`config.mk`:
```
export PLATFORM = sky130hd
export DESIGN_NAME = enum_scanner
export DESIGN_NICKNAME = d
export VERILOG_FILES = /design/src/rtl/enum_pkg.sv /design/src/rtl/enum_cursor.sv /design/src/rtl/enum_classify.sv /design/src/rtl/enum_scanner.sv
export SDC_FILE = /design/constraint.sdc
export NUM_CORES = 1
export LEC_CHECK = 0
export BUFFER_PORTS_ARGS = -buffer_cell sky130_fd_sc_hd__buf_2
export CORE_AREA = 2 2 106 88
export CTS_CLUSTER_SIZE = 16
export DETAILED_ROUTE_END_ITERATION = 10
export DIE_AREA = 0 0 108 90
export HOLD_SLACK_MARGIN = 0.1
export MAX_ROUTING_LAYER = met4
export PLACE_DENSITY_LB_ADDON = 0.05
export SLEW_MARGIN = 20
export SYNTH_ARGS = -nofsm -noshare
export SYNTH_HDL_FRONTEND = slang
export SYNTH_HIERARCHICAL = 1
export SYNTH_SLANG_ARGS = --single-unit
```
`constraint.sdc`:
```
create_clock -name clk -period 3.98 [get_ports clk]
set_input_delay 0.199 -clock clk [delete_from_list [all_inputs] [get_ports clk]]
set_output_delay 0.199 -clock clk [all_outputs]
set_load 0.005 [all_outputs]
```
`src/rtl/enum_pkg.sv`:
```
package enum_pkg;
  localparam int ID_W   = 16;
  localparam int DATA_W = 32;
  localparam int REG_W  = 8;

  typedef enum logic [1:0] {
    ST_IDLE,
    ST_REQ,
    ST_WAIT,
    ST_EMIT
  } scan_state_t;
endpackage

```
`src/rtl/enum_cursor.sv`:
```
module enum_cursor #(
  parameter int BUS_W = 8,
  parameter int DEV_W = 5,
  parameter int FN_W  = 3
) (
  input  logic             clk,
  input  logic             rst_n,
  input  logic             load,
  input  logic [BUS_W-1:0] load_bus,
  input  logic [BUS_W-1:0] end_bus,
  input  logic             step,
  input  logic             skip,
  output logic [BUS_W-1:0] bus,
  output logic [DEV_W-1:0] dev,
  output logic [FN_W-1:0]  fn,
  output logic             final_probe
);
  localparam logic [DEV_W-1:0] DEV_LAST = '1;
  localparam logic [FN_W-1:0]  FN_LAST  = '1;

  logic dev_wrap;
  assign dev_wrap    = skip || (fn == FN_LAST);
  assign final_probe = dev_wrap && (dev == DEV_LAST) && (bus >= end_bus);

  always_ff @(posedge clk) begin
    if (!rst_n) begin
      bus <= '0;
      dev <= '0;
      fn  <= '0;
    end else if (load) begin
      bus <= load_bus;
      dev <= '0;
      fn  <= '0;
    end else if (step) begin
      if (dev_wrap) begin
        fn <= '0;
        if (dev == DEV_LAST) begin
          dev <= '0;
          bus <= bus + 1'b1;
        end else begin
          dev <= dev + 1'b1;
        end
      end else begin
        fn <= fn + 1'b1;
      end
    end
  end
endmodule

```
`src/rtl/enum_classify.sv`:
```
module enum_classify
  import enum_pkg::*;
(
  input  logic [DATA_W-1:0] data,
  input  logic              abort,
  output logic              present,
  output logic [ID_W-1:0]   vid,
  output logic [ID_W-1:0]   did
);
  assign vid     = data[ID_W-1:0];
  assign did     = data[DATA_W-1:ID_W];
  assign present = !abort && (vid != {ID_W{1'b1}});
endmodule

```
`src/rtl/enum_scanner.sv`:
```
module enum_scanner
  import enum_pkg::*;
#(
  parameter int BUS_W = 8,
  parameter int DEV_W = 5,
  parameter int FN_W  = 3,
  localparam int CNT_W = BUS_W + DEV_W + FN_W + 1
) (
  input  logic              clk,
  input  logic              rst_n,
  input  logic              start,
  input  logic [BUS_W-1:0]  first_bus,
  input  logic [BUS_W-1:0]  last_bus,
  output logic              busy,
  output logic              done,
  output logic [CNT_W-1:0]  found_count,
  output logic              req_valid,
  input  logic              req_ready,
  output logic [BUS_W-1:0]  req_bus,
  output logic [DEV_W-1:0]  req_dev,
  output logic [FN_W-1:0]   req_fn,
  output logic [REG_W-1:0]  req_reg,
  input  logic              rsp_valid,
  input  logic [DATA_W-1:0] rsp_data,
  input  logic              rsp_abort,
  output logic              out_valid,
  input  logic              out_ready,
  output logic [BUS_W-1:0]  out_bus,
  output logic [DEV_W-1:0]  out_dev,
  output logic [FN_W-1:0]   out_fn,
  output logic [ID_W-1:0]   out_did,
  output logic [ID_W-1:0]   out_vid
);
  scan_state_t state_q, state_d;
  logic [BUS_W-1:0] end_bus_q;
  logic [CNT_W-1:0] count_q;
  logic [ID_W-1:0]  vid_q, did_q;
  logic             done_q;

  logic [BUS_W-1:0] cur_bus;
  logic [DEV_W-1:0] cur_dev;
  logic [FN_W-1:0]  cur_fn;
  logic             final_probe;
  logic             present;
  logic [ID_W-1:0]  rsp_vid, rsp_did;

  logic launch, rsp_take, emit_take, step, skip;

  assign launch    = start && (state_q == ST_IDLE);
  assign rsp_take  = (state_q == ST_WAIT) && rsp_valid;
  assign emit_take = (state_q == ST_EMIT) && out_ready;
  assign step      = (rsp_take && !present) || emit_take;
  assign skip      = rsp_take && !present && (cur_fn == '0);

  enum_cursor #(.BUS_W(BUS_W), .DEV_W(DEV_W), .FN_W(FN_W)) u_cursor (
    .clk         (clk),
    .rst_n       (rst_n),
    .load        (launch),
    .load_bus    (first_bus),
    .end_bus     (end_bus_q),
    .step        (step),
    .skip        (skip),
    .bus         (cur_bus),
    .dev         (cur_dev),
    .fn          (cur_fn),
    .final_probe (final_probe)
  );

  enum_classify u_classify (
    .data    (rsp_data),
    .abort   (rsp_abort),
    .present (present),
    .vid     (rsp_vid),
    .did     (rsp_did)
  );

  always_comb begin
    state_d = state_q;
    unique case (state_q)
      ST_IDLE: if (launch) state_d = ST_REQ;
      ST_REQ:  if (req_ready) state_d = ST_WAIT;
      ST_WAIT: if (rsp_valid) begin
        if (present)          state_d = ST_EMIT;
        else if (final_probe) state_d = ST_IDLE;
        else                  state_d = ST_REQ;
      end
      ST_EMIT: if (out_ready) state_d = final_probe ? ST_IDLE : ST_REQ;
      default: state_d = ST_IDLE;
    endcase
  end

  always_ff @(posedge clk) begin
    if (!rst_n) begin
      state_q   <= ST_IDLE;
      end_bus_q <= '0;
      count_q   <= '0;
      done_q    <= 1'b0;
      vid_q     <= '0;
      did_q     <= '0;
    end else begin
      state_q <= state_d;
      if (launch) begin
        end_bus_q <= last_bus;
        count_q   <= '0;
        done_q    <= 1'b0;
      end else begin
        if (emit_take) count_q <= count_q + 1'b1;
        if (step && final_probe) done_q <= 1'b1;
      end
      if (rsp_take && present) begin
        vid_q <= rsp_vid;
        did_q <= rsp_did;
      end
    end
  end

  assign busy        = (state_q != ST_IDLE);
  assign done        = done_q;
  assign found_count = count_q;

  assign req_valid = (state_q == ST_REQ);
  assign req_bus   = cur_bus;
  assign req_dev   = cur_dev;
  assign req_fn    = cur_fn;
  assign req_reg   = '0;

  assign out_valid = (state_q == ST_EMIT);
  assign out_bus   = cur_bus;
  assign out_dev   = cur_dev;
  assign out_fn    = cur_fn;
  assign out_did   = did_q;
  assign out_vid   = vid_q;
endmodule

```
## Word level (Yosys, flattened, before mapping)

Cells that the tools add are included.

| cells by class | value |
|---|---|
| add/sub/neg operators | 4 |
| bitwise gates (word level) | 1 |
| magnitude comparators | 1 |
| reductions and logical operators | 24 |
| mux-type cells | 13 |
| equality and inequality tests | 10 |

Operators by type and width:

| kind | number |
|---|---|
| $mux W8 | 4 |
| $add A17 B1 Y17 const B | 1 |
| $ne A16 B16 Y1 const B | 1 |
| $logic_and A1 B1 Y1 | 10 |
| $mux W2 | 5 |
| $add A8 B1 Y8 const B | 1 |
| $ge A8 B8 Y1 | 1 |
| $pmux W2 S4 | 1 |
| $reduce_bool A2 Y1 | 4 |
| $add A5 B1 Y5 const B | 1 |
| $eq A5 B5 Y1 const B | 1 |
| $mux W5 | 1 |
| $eq A2 B2 Y1 const B | 2 |
| $ne A2 B1 Y1 const B | 2 |
| $ne A2 B2 Y1 const B | 2 |
| $reduce_and A4 Y1 | 1 |
| $add A3 B1 Y3 const B | 1 |
| $eq A3 B3 Y1 const B | 1 |
| $logic_not A3 Y1 | 1 |
| $mux W3 | 1 |
| $reduce_and A3 Y1 | 1 |
| $eq A2 B1 Y1 const B | 1 |
| $logic_not A1 Y1 | 2 |
| $logic_not A2 Y1 | 1 |
| 5 further kinds | 6 |

| word-level totals | value |
|---|---|
| register bits | 76 |
| input port bits | 55 |

## Logic depth before layout (Yosys ltp)

Gate-level depths: netlist of the first run.

| depth | value |
|---|---|
| word-level depth | 12 |
| gate-level depth with buffers | 11 |
| depth with buffers taken out | 11 |

## Hierarchy

Netlist of the first run, hierarchy kept.

Modules (own cells, without submodules):

| module | instances | area each (um^2) | cells each | seq. area each (um^2) |
|---|---|---|---|---|
| enum_scanner | 1 | 2618.8 | 318 | 1201.2 |
| enum_cursor | 1 | 1002.2 | 113 | 320.3 |
| enum_classify | 1 | 280.3 | 38 | 0.0 |

## Worst setup path before layout of the first run

OpenSTA, ideal clock, no wires.

| timing path | value |
|---|---|
| path kind | in2reg |
| start point | in rsp_data[3] |
| end point | reg u_cursor.bus[5] |
| stages | 10 |
| data arrival time | 2.288 ns |
| library setup time | 0.116 ns |
| required time | 3.864 ns |
| slack | 1.576 ns |
| path through | nand4_1 o41a_1 or3b_2 a21oi_1 buf_6 o211a_1 buf_6 nand4_1 xnor2_1 o211a_1 |

RTL lines:

| item | RTL line | RTL |
|---|---|---|
| from (decl) | enum_scanner.sv:24 | `input logic [DATA_W-1:0] rsp_data,` |
| $ne A16 B16 Y1 | enum_classify.sv:12 | `assign present = !abort && (vid != {ID_W{1'b1}});` |
| $logic_and A1 B1 Y1 | enum_classify.sv:12 |  |
| named net present | enum_scanner.sv:44 | `logic present;` |
| $logic_not A1 Y1 | enum_scanner.sv:52 | `assign step = (rsp_take && !present) \|\| emit_take;` |
| $logic_and A1 B1 Y1 | enum_scanner.sv:52 |  |
| $logic_or A1 B1 Y1 | enum_scanner.sv:52 |  |
| named net step | enum_scanner.sv:47 | `logic launch, rsp_take, emit_take, step, skip;` |
| $reduce_bool A2 Y1 (no line) | - |  |
| $reduce_and A3 Y1 (no line) | - |  |
| to (signal assigned) | enum_cursor.sv:31 | `bus <= load_bus;` |
| to (signal assigned) | enum_cursor.sv:39 | `bus <= bus + 1'b1;` |
| to (decl) | enum_cursor.sv:13 | `output logic [BUS_W-1:0] bus,` |

The timed path passes the listed nets, and every way through them passes these cells.
A chain may end at the register's enable or synchronous reset.

## Final worst setup path of the first run

| timing path | value |
|---|---|
| start point | in rsp_data[12] |
| end point | reg u_cursor.bus[5] |

Same word-level chain as after synthesis.

==> results.cfg, run 1 <==
[timing]
fin_skew_ns = 0.0117
slew_viol_final = 0
finalCritPeriodShare_pct = 71.3
finalSetupViolations = 0
setup_ws_ns = 1.14
slew_headroom_pct = 45.8
hold_violations = 0
rsz0062_at_grt = false
max_freq_mhz = 353
setup_tns_ns = 0
worst_pin_slew_ns = 0.813
hold_ws_ns = 0.112
post-route-min-period_ns = 2.84

[global_routing]
grtUsageMet1_pct = 23.0
grt_usage_pct = 18.4
busiest_layer = met2
met2_usage_pct = 28.2
grt_pass1_vias = 3066
gr-usage-met3_pct = 5.80
grt_overflow = 0
antenna_found_initial = 0
grt_pass1_wl_um = 14100
grt_max_degree = 54

[yosys]
yosysWarnings = 6
synth_cells = 469
synthFlopType = dfxtp_1
ys_types = 46
synth-async-reset-ratio_pct = 0
ys_ff_latch = 76
synth_top_area_cell = dfxtp_1
yosysTopAreaCellShare_pct = 39.0
postSynthAreaPerCell_um2 = 8.32
netlist_area_um2 = 3900
ys_seq_area_share_pct = 39.0
synth.area.top_cells = dfxtp_1 39%, buf_4 11%, nand2_1 8.8%
synth_edf_count = 0

[critical_path]
worstPathMaxFanout = 8
cp-end-kind = flip-flop
cp.arrival_ns = 3.07
criticalPathCategory = input port to flip-flop
critPathLaunchType = input port
crit_slowest_cell = dlygate4sd3_1
path_cells = dlygate4sd3_1 -> buf_2 -> nand4_1 -> o41a_1 -> or3b_2 -> a21oi_1 -> buf_4 -> o211a_1 -> nand4_1 -> xnor2_1 -> o211a_1
path_buf_inv = 3
crit_family = compound AO/OA/AOI/OAI gates
required_ns = 4.22
slowest_delay_ns = 0.53

[worst_hold_path]
worstHoldPathType = input port to flip-flop

[pwr]
p_per_area_nw_per_um2 = 333
ir_drop_mv = 0.145
p_leak_uw = 0.00205

[layout]
fin_nets = 638
drive_gt1_share_pct = 28.7
diodes = 0
utilization_pct = 52.8
area_delta_synth_final_pct = 18.2

[clock_tree]
clkSlewWorstSetupHoldPaths_ns = 0.08
h-tree-depth = 3
ctsLongestPathBuffers = 2
cts_made_buffers = 9
cts.repair.resized = 0
cts.sinks = 76
cts_tree = done
clockRootBuffer = clkbuf_8
clk_latency_ns = 0.34

[place]
gp_congestion = 0.780
pre_cts_ws_ns = 1.33
port_buffers = 139
hpwl_um = 6070

[route]
antenna_left = 0
dr.first_iter.drc_count = 127
viasPerCell = 4.81
via_count = 3302
wl_um = 8540
drtPass1Iterations = 4
wl_per_cell_um = 12.4
drc = 0

[die]
die_h_um = 90
core_um2 = 8730
start_util_pct = 44.7
fp.dieW_um = 108
die_area_um2 = 9720
rows = 31
pin_count = 148

[run_status]
status = finished, final reports clean

[run]
maxCapViolCount = 0
## cell families after synthesis
family / after synthesis / share of synthesized area, %
AO/OA/AOI/OAI: 93 / 15.7
XOR/XNOR: 15 / 3.37
adder cells (fa/ha/maj): 14 / 4.49
buffers and inverters: 93 / 15.2
flip-flops: 76 / 39.0
multiplexers: 6 / 1.54
other: 1 / 0.0961
AND/OR/NAND/NOR: 171 / 20.6
## cell usage in the layout, fill, tap and decap left out, types with 8 or more instances in the layout
cell type      count
nor2_1            17
clkbuf_8           9
nand3_1           11
dfxtp_1           76
xnor2_1            9
nand2_1           91
a21oi_1           23
nand4_1           10
inv_1             15
buf_2            139
ha_1              14
a21boi_0          40
conb_1             8
o21ai_0           17
dlygate4sd3_1     18
or3_1              8
## routing by layer
layer / vias to the layer above / wire length [um]
li1: 1718 / -
met4: 0 / 123
met3: 11 / 637
met1: 1469 / 4040
met2: 104 / 3730
met5: - / 0
## path summary, 6_finish.rpt
| kind | slack, ns | endpoint | from | cells past startpoint |
|---|---|---|---|---|
| setup / recovery | 1.14 | u_cursor/bus[5]$_SDFFE_PN0P_ | rsp_data[12] | 11 |
| hold / removal | 0.11 | out_did[0]$_SDFFE_PN0P_ | rsp_data[16] | 3 |
| setup reg to reg | 1.59 | state_q[0]$_SDFFE_PN0P_ | u_cursor/bus[0]$_SDFFE_PN0P_ | 10 |
| hold reg to reg | 0.46 | out_vid[5]$_SDFFE_PN0P_ | out_vid[5]$_SDFFE_PN0P_ | 2 |
## timing repair
| item | CTS | global route |
|---|---|---|
| hold buffers | 18 | 0 |
| hold endpoints to repair | 18 | 0 |
| setup buffers | 0 | 0 |
## worst min-delay path, stage by stage
cell and delay [ns]:
buf_2 0.10, nand2_1 0.04, a21boi_0 0.06
## power by group
part	switching (uW)	internal, uW	total, uW
logic	89.6	88.9	178
registers	25.3	781	806
clock network	272	280	552
total	387	1150	1540
## metrics by stage
step                      cell area [um2]  power (uW)  std cells
final                                4610        1540        687
after floorplan                      3930         955        476
after global placement               4250         987        655
after global routing                 4610        1620        687
after CTS                            4610        1570        687
after detailed placement             4250         990        655
## Yosys cell counts, types with 3 or more instances
| library cell | count |
|---|---|
| buf_4 | 56 |
| nand2_1 | 91 |
| nor2_1 | 17 |
| or3_1 | 8 |
| buf_6 | 4 |
| inv_1 | 15 |
| and3_1 | 4 |
| nand2b_1 | 5 |
| dfxtp_1 | 76 |
| nor3_1 | 7 |
| a21boi_0 | 40 |
| clkbuf_1 | 14 |
| xnor2_1 | 9 |
| ha_1 | 14 |
| nand4_1 | 10 |
| a21oi_1 | 23 |
| o21ai_0 | 17 |
| buf_2 | 3 |
| nand3_1 | 11 |
| mux2i_1 | 6 |
| xor2_1 | 6 |
## layout make-up
type / count / area, um2
Clock buffer: 9 / 124
Clock inverter: 5 / 55.1
Fill cell: 869 / 4120
Inverter: 16 / 60.1
Multi-Input combinational cell: 307 / 1810
Sequential cell: 76 / 1520
Tap cell: 115 / 144
Timing Repair Buffer: 159 / 891
## registers in the layout, indices dropped and copies added, names as in the netlist, 2 cells and up
register      cells
found_count      17
out_did          16
out_vid          16
end_bus_q         8
u_cursor/bus      8
u_cursor/dev      5
u_cursor/fn       3
state_q           2
Power figures use the tool's default switching activity.
==> inputs of run 2 (changes only) <==
==> constraint.sdc (replaced) <==
create_clock -name clk -period 2.8 [get_ports clk]
set_input_delay 0.14 -clock clk [delete_from_list [all_inputs] [get_ports clk]]
set_output_delay 0.14 -clock clk [all_outputs]
set_load 0.005 [all_outputs]
==> results.cfg, run 2 (synthesized netlist as in run 1, its figures left out) <==
[critical_path]
path_buf_inv = 3
critPathLaunchType = input port
cp.arrival_ns = 2.98
worstPathMaxFanout = 9
crit_family = simple AND/OR/NAND/NOR gates
slowest_delay_ns = 0.52
path_cells = dlygate4sd3_1 -> buf_2 -> nand4_1 -> o41a_1 -> or3b_2 -> a21oi_2 -> buf_6 -> o21ai_4 -> or4b_1 -> a21oi_1
criticalPathCategory = input port to flip-flop
crit_slowest_cell = dlygate4sd3_1
cp-end-kind = flip-flop
required_ns = 3.06

[layout]
largest_reg_flops = 17
layout_commonest_cell = buf_2
diodes = 0
drive_gt1_share_pct = 28.0
fin_nets = 671
area_delta_synth_final_pct = 27.5
layout.cells.most_common_list = 139 x buf_2, 91 x nand2_1, 76 x dfxtp_1

[timing]
setup_ws_ns = 0.0859
max_freq_mhz = 368
hold_ws_ns = 0.123
finalCritPeriodShare_pct = 96.9
slew_viol_final = 0
post-route-min-period_ns = 2.71
slew_headroom_pct = 62.6
finalSetupViolations = 0
fin_skew_ns = 0.0157
hold_violations = 0
worst_pin_slew_ns = 0.561
setup_tns_ns = 0

[global_routing]
grt_max_degree = 33
grt_usage_pct = 19.7
grt_pass1_wl_um = 15200
grt_overflow = 0
grt_pass1_vias = 3342
antenna_found_initial = 0

[place]
gp_congestion = 0.777
port_buffers = 139
pre_cts_ws_ns = 0.278
hpwl_um = 6290

[pwr]
ir_drop_mv = 0.215
p_per_area_nw_per_um2 = 473
p_leak_uw = 0.00221

[die]
die_area_um2 = 9720
rows = 31
start_util_pct = 44.7
die_h_um = 90
pin_count = 148
core_um2 = 8730
fp.dieW_um = 108

[run]
maxCapViolCount = 0

[route]
drtPass1Iterations = 4
drc = 0
dr.first_iter.drc_count = 116
wl_um = 9200
wl_per_cell_um = 12.7
antenna_left = 0
viasPerCell = 4.82
via_count = 3479

[clock_tree]
cts_tree = done
clockRootBuffer = clkbuf_8
h-tree-depth = 3
post_cts_buffers = 0
clkSlewWorstSetupHoldPaths_ns = 0.08
ctsLongestPathBuffers = 2
cts_made_buffers = 9
cts.sinks = 76
clk_latency_ns = 0.34

[run_status]
status = finished, final reports clean

[worst_hold_path]
worstHoldPathType = input port to flip-flop
[run 2: what timing repair did]
item	CTS	global route
hold buffers	47	0
endpoints found under the setup margin	0	5
hold endpoints to repair	47	0
resized for setup	0	3
[run 2: where the power goes]
group | internal (uW) | switching (uW) | total, uW
clock network | 508 | 405 | 913
logic | 158 | 140 | 298
registers | 1110 | 33.5 | 1140
total | 1780 | 579 | 2350
[run 2: worst paths after layout]
check                                     from                            to  slack, ns  depth (start not counted)
setup reg to reg  u_cursor/bus[0]$_SDFFE_PN0P_       state_q[0]$_SDFFE_PN0P_       0.63                         10
hold / removal                    first_bus[5]  u_cursor/bus[5]$_SDFFE_PN0P_       0.12                          3
hold reg to reg        out_vid[7]$_SDFFE_PN0P_       out_vid[7]$_SDFFE_PN0P_       0.46                          2
setup / recovery                   rsp_data[8]  u_cursor/dev[2]$_SDFFE_PP0P_       0.09                         10
[run 2: layout make-up]
type | count | area, um2
multi-input cells | 307 | 1820
clock buffers | 11 | 131
clock inverters | 5 | 85.1
well taps | 115 | 144
fillers | 832 | 3750
repair buffers | 192 | 1210
inverters | 16 | 60.1
flip-flops and latches | 76 | 1520
[run 2: worst register-to-register path, stage by stage (launching register included)]
cell and delay [ns]:
dfxtp_1 0.33, inv_1 0.05, ha_1 0.25, nand2b_1 0.14, a2111oi_0 0.43, nor3_1 0.14
o21a_1 0.24, nand2b_1 0.08, a21oi_1 0.06, a311oi_1 0.25, o21a_1 0.15
[run 2: stage by stage]
step	cells	power, uW	util [%]	instance area, um2
2_1_floorplan	476	1360	-	3930
3_3_place_gp	659	1410	49.0	4280
3_5_place_dp	659	1410	49.0	4280
4_1_cts	722	2380	56.9	4970
5_1_grt	722	2470	57.0	4980
6_report	722	2350	57.0	4980
[run 2: layer usage]
| metal | wire length [um] | share of wire (%) | vias to the layer above | global-route usage [%] |
|---|---|---|---|---|
| li1 | - | - | 1784 | - |
| met2 | 4140 | 45 | 110 | 31.4 |
| met4 | 147 | 1.6 | 0 | 5.98 |
| met5 | 0 | 0 | - | - |
| met1 | 4260 | 46 | 1571 | 23.7 |
| met3 | 642 | 7.0 | 14 | 6.09 |
==> inputs of run 3 (changes only) <==
--- a/config.mk
+++ b/config.mk
@@ -13,6 +13,8 @@
 export HOLD_SLACK_MARGIN = 0.1
 export MAX_ROUTING_LAYER = met4
 export PLACE_DENSITY_LB_ADDON = 0.05
+export SETUP_SLACK_MARGIN = 0.3
+export SKIP_CTS_REPAIR_TIMING = 1
 export SLEW_MARGIN = 20
 export SYNTH_ARGS = -nofsm -noshare
 export SYNTH_HDL_FRONTEND = slang
==> constraint.sdc (replaced) <==
create_clock -name clk -period 2.8 [get_ports clk]
set_input_delay 0.84 -clock clk [delete_from_list [all_inputs] [get_ports clk]]
set_output_delay 0.84 -clock clk [all_outputs]
set_load 0.005 [all_outputs]
==> results.cfg, run 3 (synthesized netlist as in run 1, its figures left out) <==
[run_status]
status = finished, final reports clean

[global_routing]
grt_overflow = 0
grt_pass1_vias = 3220
grt_usage_pct = 20.0
antenna_found_initial = 0
grt_pass1_wl_um = 15200
grt_max_degree = 33

[critical_path]
required_ns = 3.08
worstPathMaxFanout = 4
cp.arrival_ns = 2.91
critPathLaunchType = input port
worstRegToRegCells = 9
criticalPathCategory = input port to flip-flop
cp-end-kind = flip-flop

[place]
pre_cts_ws_ns = -0.148
port_buffers = 139
hpwl_um = 6420
place_inst = 676
gp_congestion = 0.773

[die]
rows = 31
die_area_um2 = 9720
start_util_pct = 44.7
core_um2 = 8730
fp.dieW_um = 108
die_h_um = 90
pin_count = 148

[worst_hold_path]
holdPathStages = 2
worstHoldPathType = flip-flop to flip-flop

[layout]
final_cells = 694
largest_reg_flops = 17
layout.cells.most_common_list = 133 x buf_2, 90 x nand2_1, 76 x dfxtp_1
final-seq-area_um2 = 1520
area_delta_synth_final_pct = 21.2
utilization_pct = 54.2
multiInputGateArea_um2 = 1870
diodes = 0
fin_nets = 644
layout_commonest_cell = buf_2
drive_gt1_share_pct = 33.3
fillers = 898

[route]
via_count = 3342
wl_per_cell_um = 12.9
viasPerCell = 4.82
antenna_left = 0
drc = 0
dr.first_iter.drc_count = 114
wl_um = 8970
drtPass1Iterations = 4

[clock_tree]
cts_made_buffers = 9
h-tree-depth = 3
cts.sinks = 76
clkSlewWorstSetupHoldPaths_ns = 0.08
cts_tree = done
clk_latency_ns = 0.35
clockRootBuffer = clkbuf_8
ctsLongestPathBuffers = 2

[timing]
slew_viol_final = 0
hold_violations = 0
fin_skew_ns = 0.00700
finalCritPeriodShare_pct = 93.9
finalSetupViolations = 0
post-route-min-period_ns = 2.63
rsz0062_at_grt = true
setup_ws_ns = 0.170
max_freq_mhz = 380

[pwr]
p_per_area_nw_per_um2 = 474
ir_drop_mv = 0.203
p_leak_uw = 0.00215

[run]
maxCapViolCount = 0
-- run 3: changes by cell type in the layout (fill, tap and decap cells not counted), moves of 2 or more --
cell / change
and3_1: +2
and3_2: -2
buf_2: -6
buf_4: +17
buf_6: +9
dlygate4sd3_1: -47
-- run 3: report_power, final --
| part | switching (uW) | total [uW] | internal, uW |
|---|---|---|---|
| Sequential | 34.0 | 1140 | 1110 |
| Clock | 395 | 825 | 430 |
| Combinational | 138 | 274 | 136 |
| Total | 566 | 2240 | 1680 |
-- run 3: area by class of cell --
class / instances / area share, %
multi-input combinational: 307 / 39.5
clock inverter: 4 / 1.06
inverter: 16 / 1.27
timing repair buffer: 165 / 20.0
sequential: 76 / 32.2
tap: 115 / 3.04
clock buffer: 11 / 2.99
-- run 3: routing by layer --
metal,vias to the layer above,GRT usage [%],share of wire [%],wire [um]
met5,-,-,0,0
met4,0,6.62,1.4,123
met3,9,6.60,6.9,621
met2,99,30.2,44,3970
met1,1507,25.1,47,4260
li1,1727,-,-,-
-- run 3: metrics by stage --
step                      TNS [ns]  instance area [um2]  total power, uW  hold slack (ns)
after floorplan            -0.0989                 3940             1360            0.443
after global placement      -0.692                 4420             1430            0.447
after detailed placement    -0.996                 4420             1430            0.456
after CTS                        0                 4610             2260            0.466
after global routing             0                 4730             2360            0.481
final                            0                 4730             2240            0.460
-- run 3: worst max-delay path, stage by stage --
cell and delay [ns]:
buf_6 0.07, nand4_1 0.11, o41a_1 0.47, or3b_4 0.41, a21oi_4 0.21, buf_6 0.13
o21ai_4 0.06, or4b_1 0.50, a21oi_1 0.12
-- run 3: worst paths after layout --
check                                                  start                            to  slack, ns
worst max-delay path                             rsp_data[3]  u_cursor/dev[2]$_SDFFE_PP0P_       0.17
worst min-delay path                out_did[15]$_SDFFE_PN0P_      out_did[15]$_SDFFE_PN0P_       0.46
worst max register to register  u_cursor/bus[0]$_SDFFE_PN0P_       state_q[0]$_SDFFE_PN0P_       0.62
worst min register to register      out_did[15]$_SDFFE_PN0P_      out_did[15]$_SDFFE_PN0P_       0.46
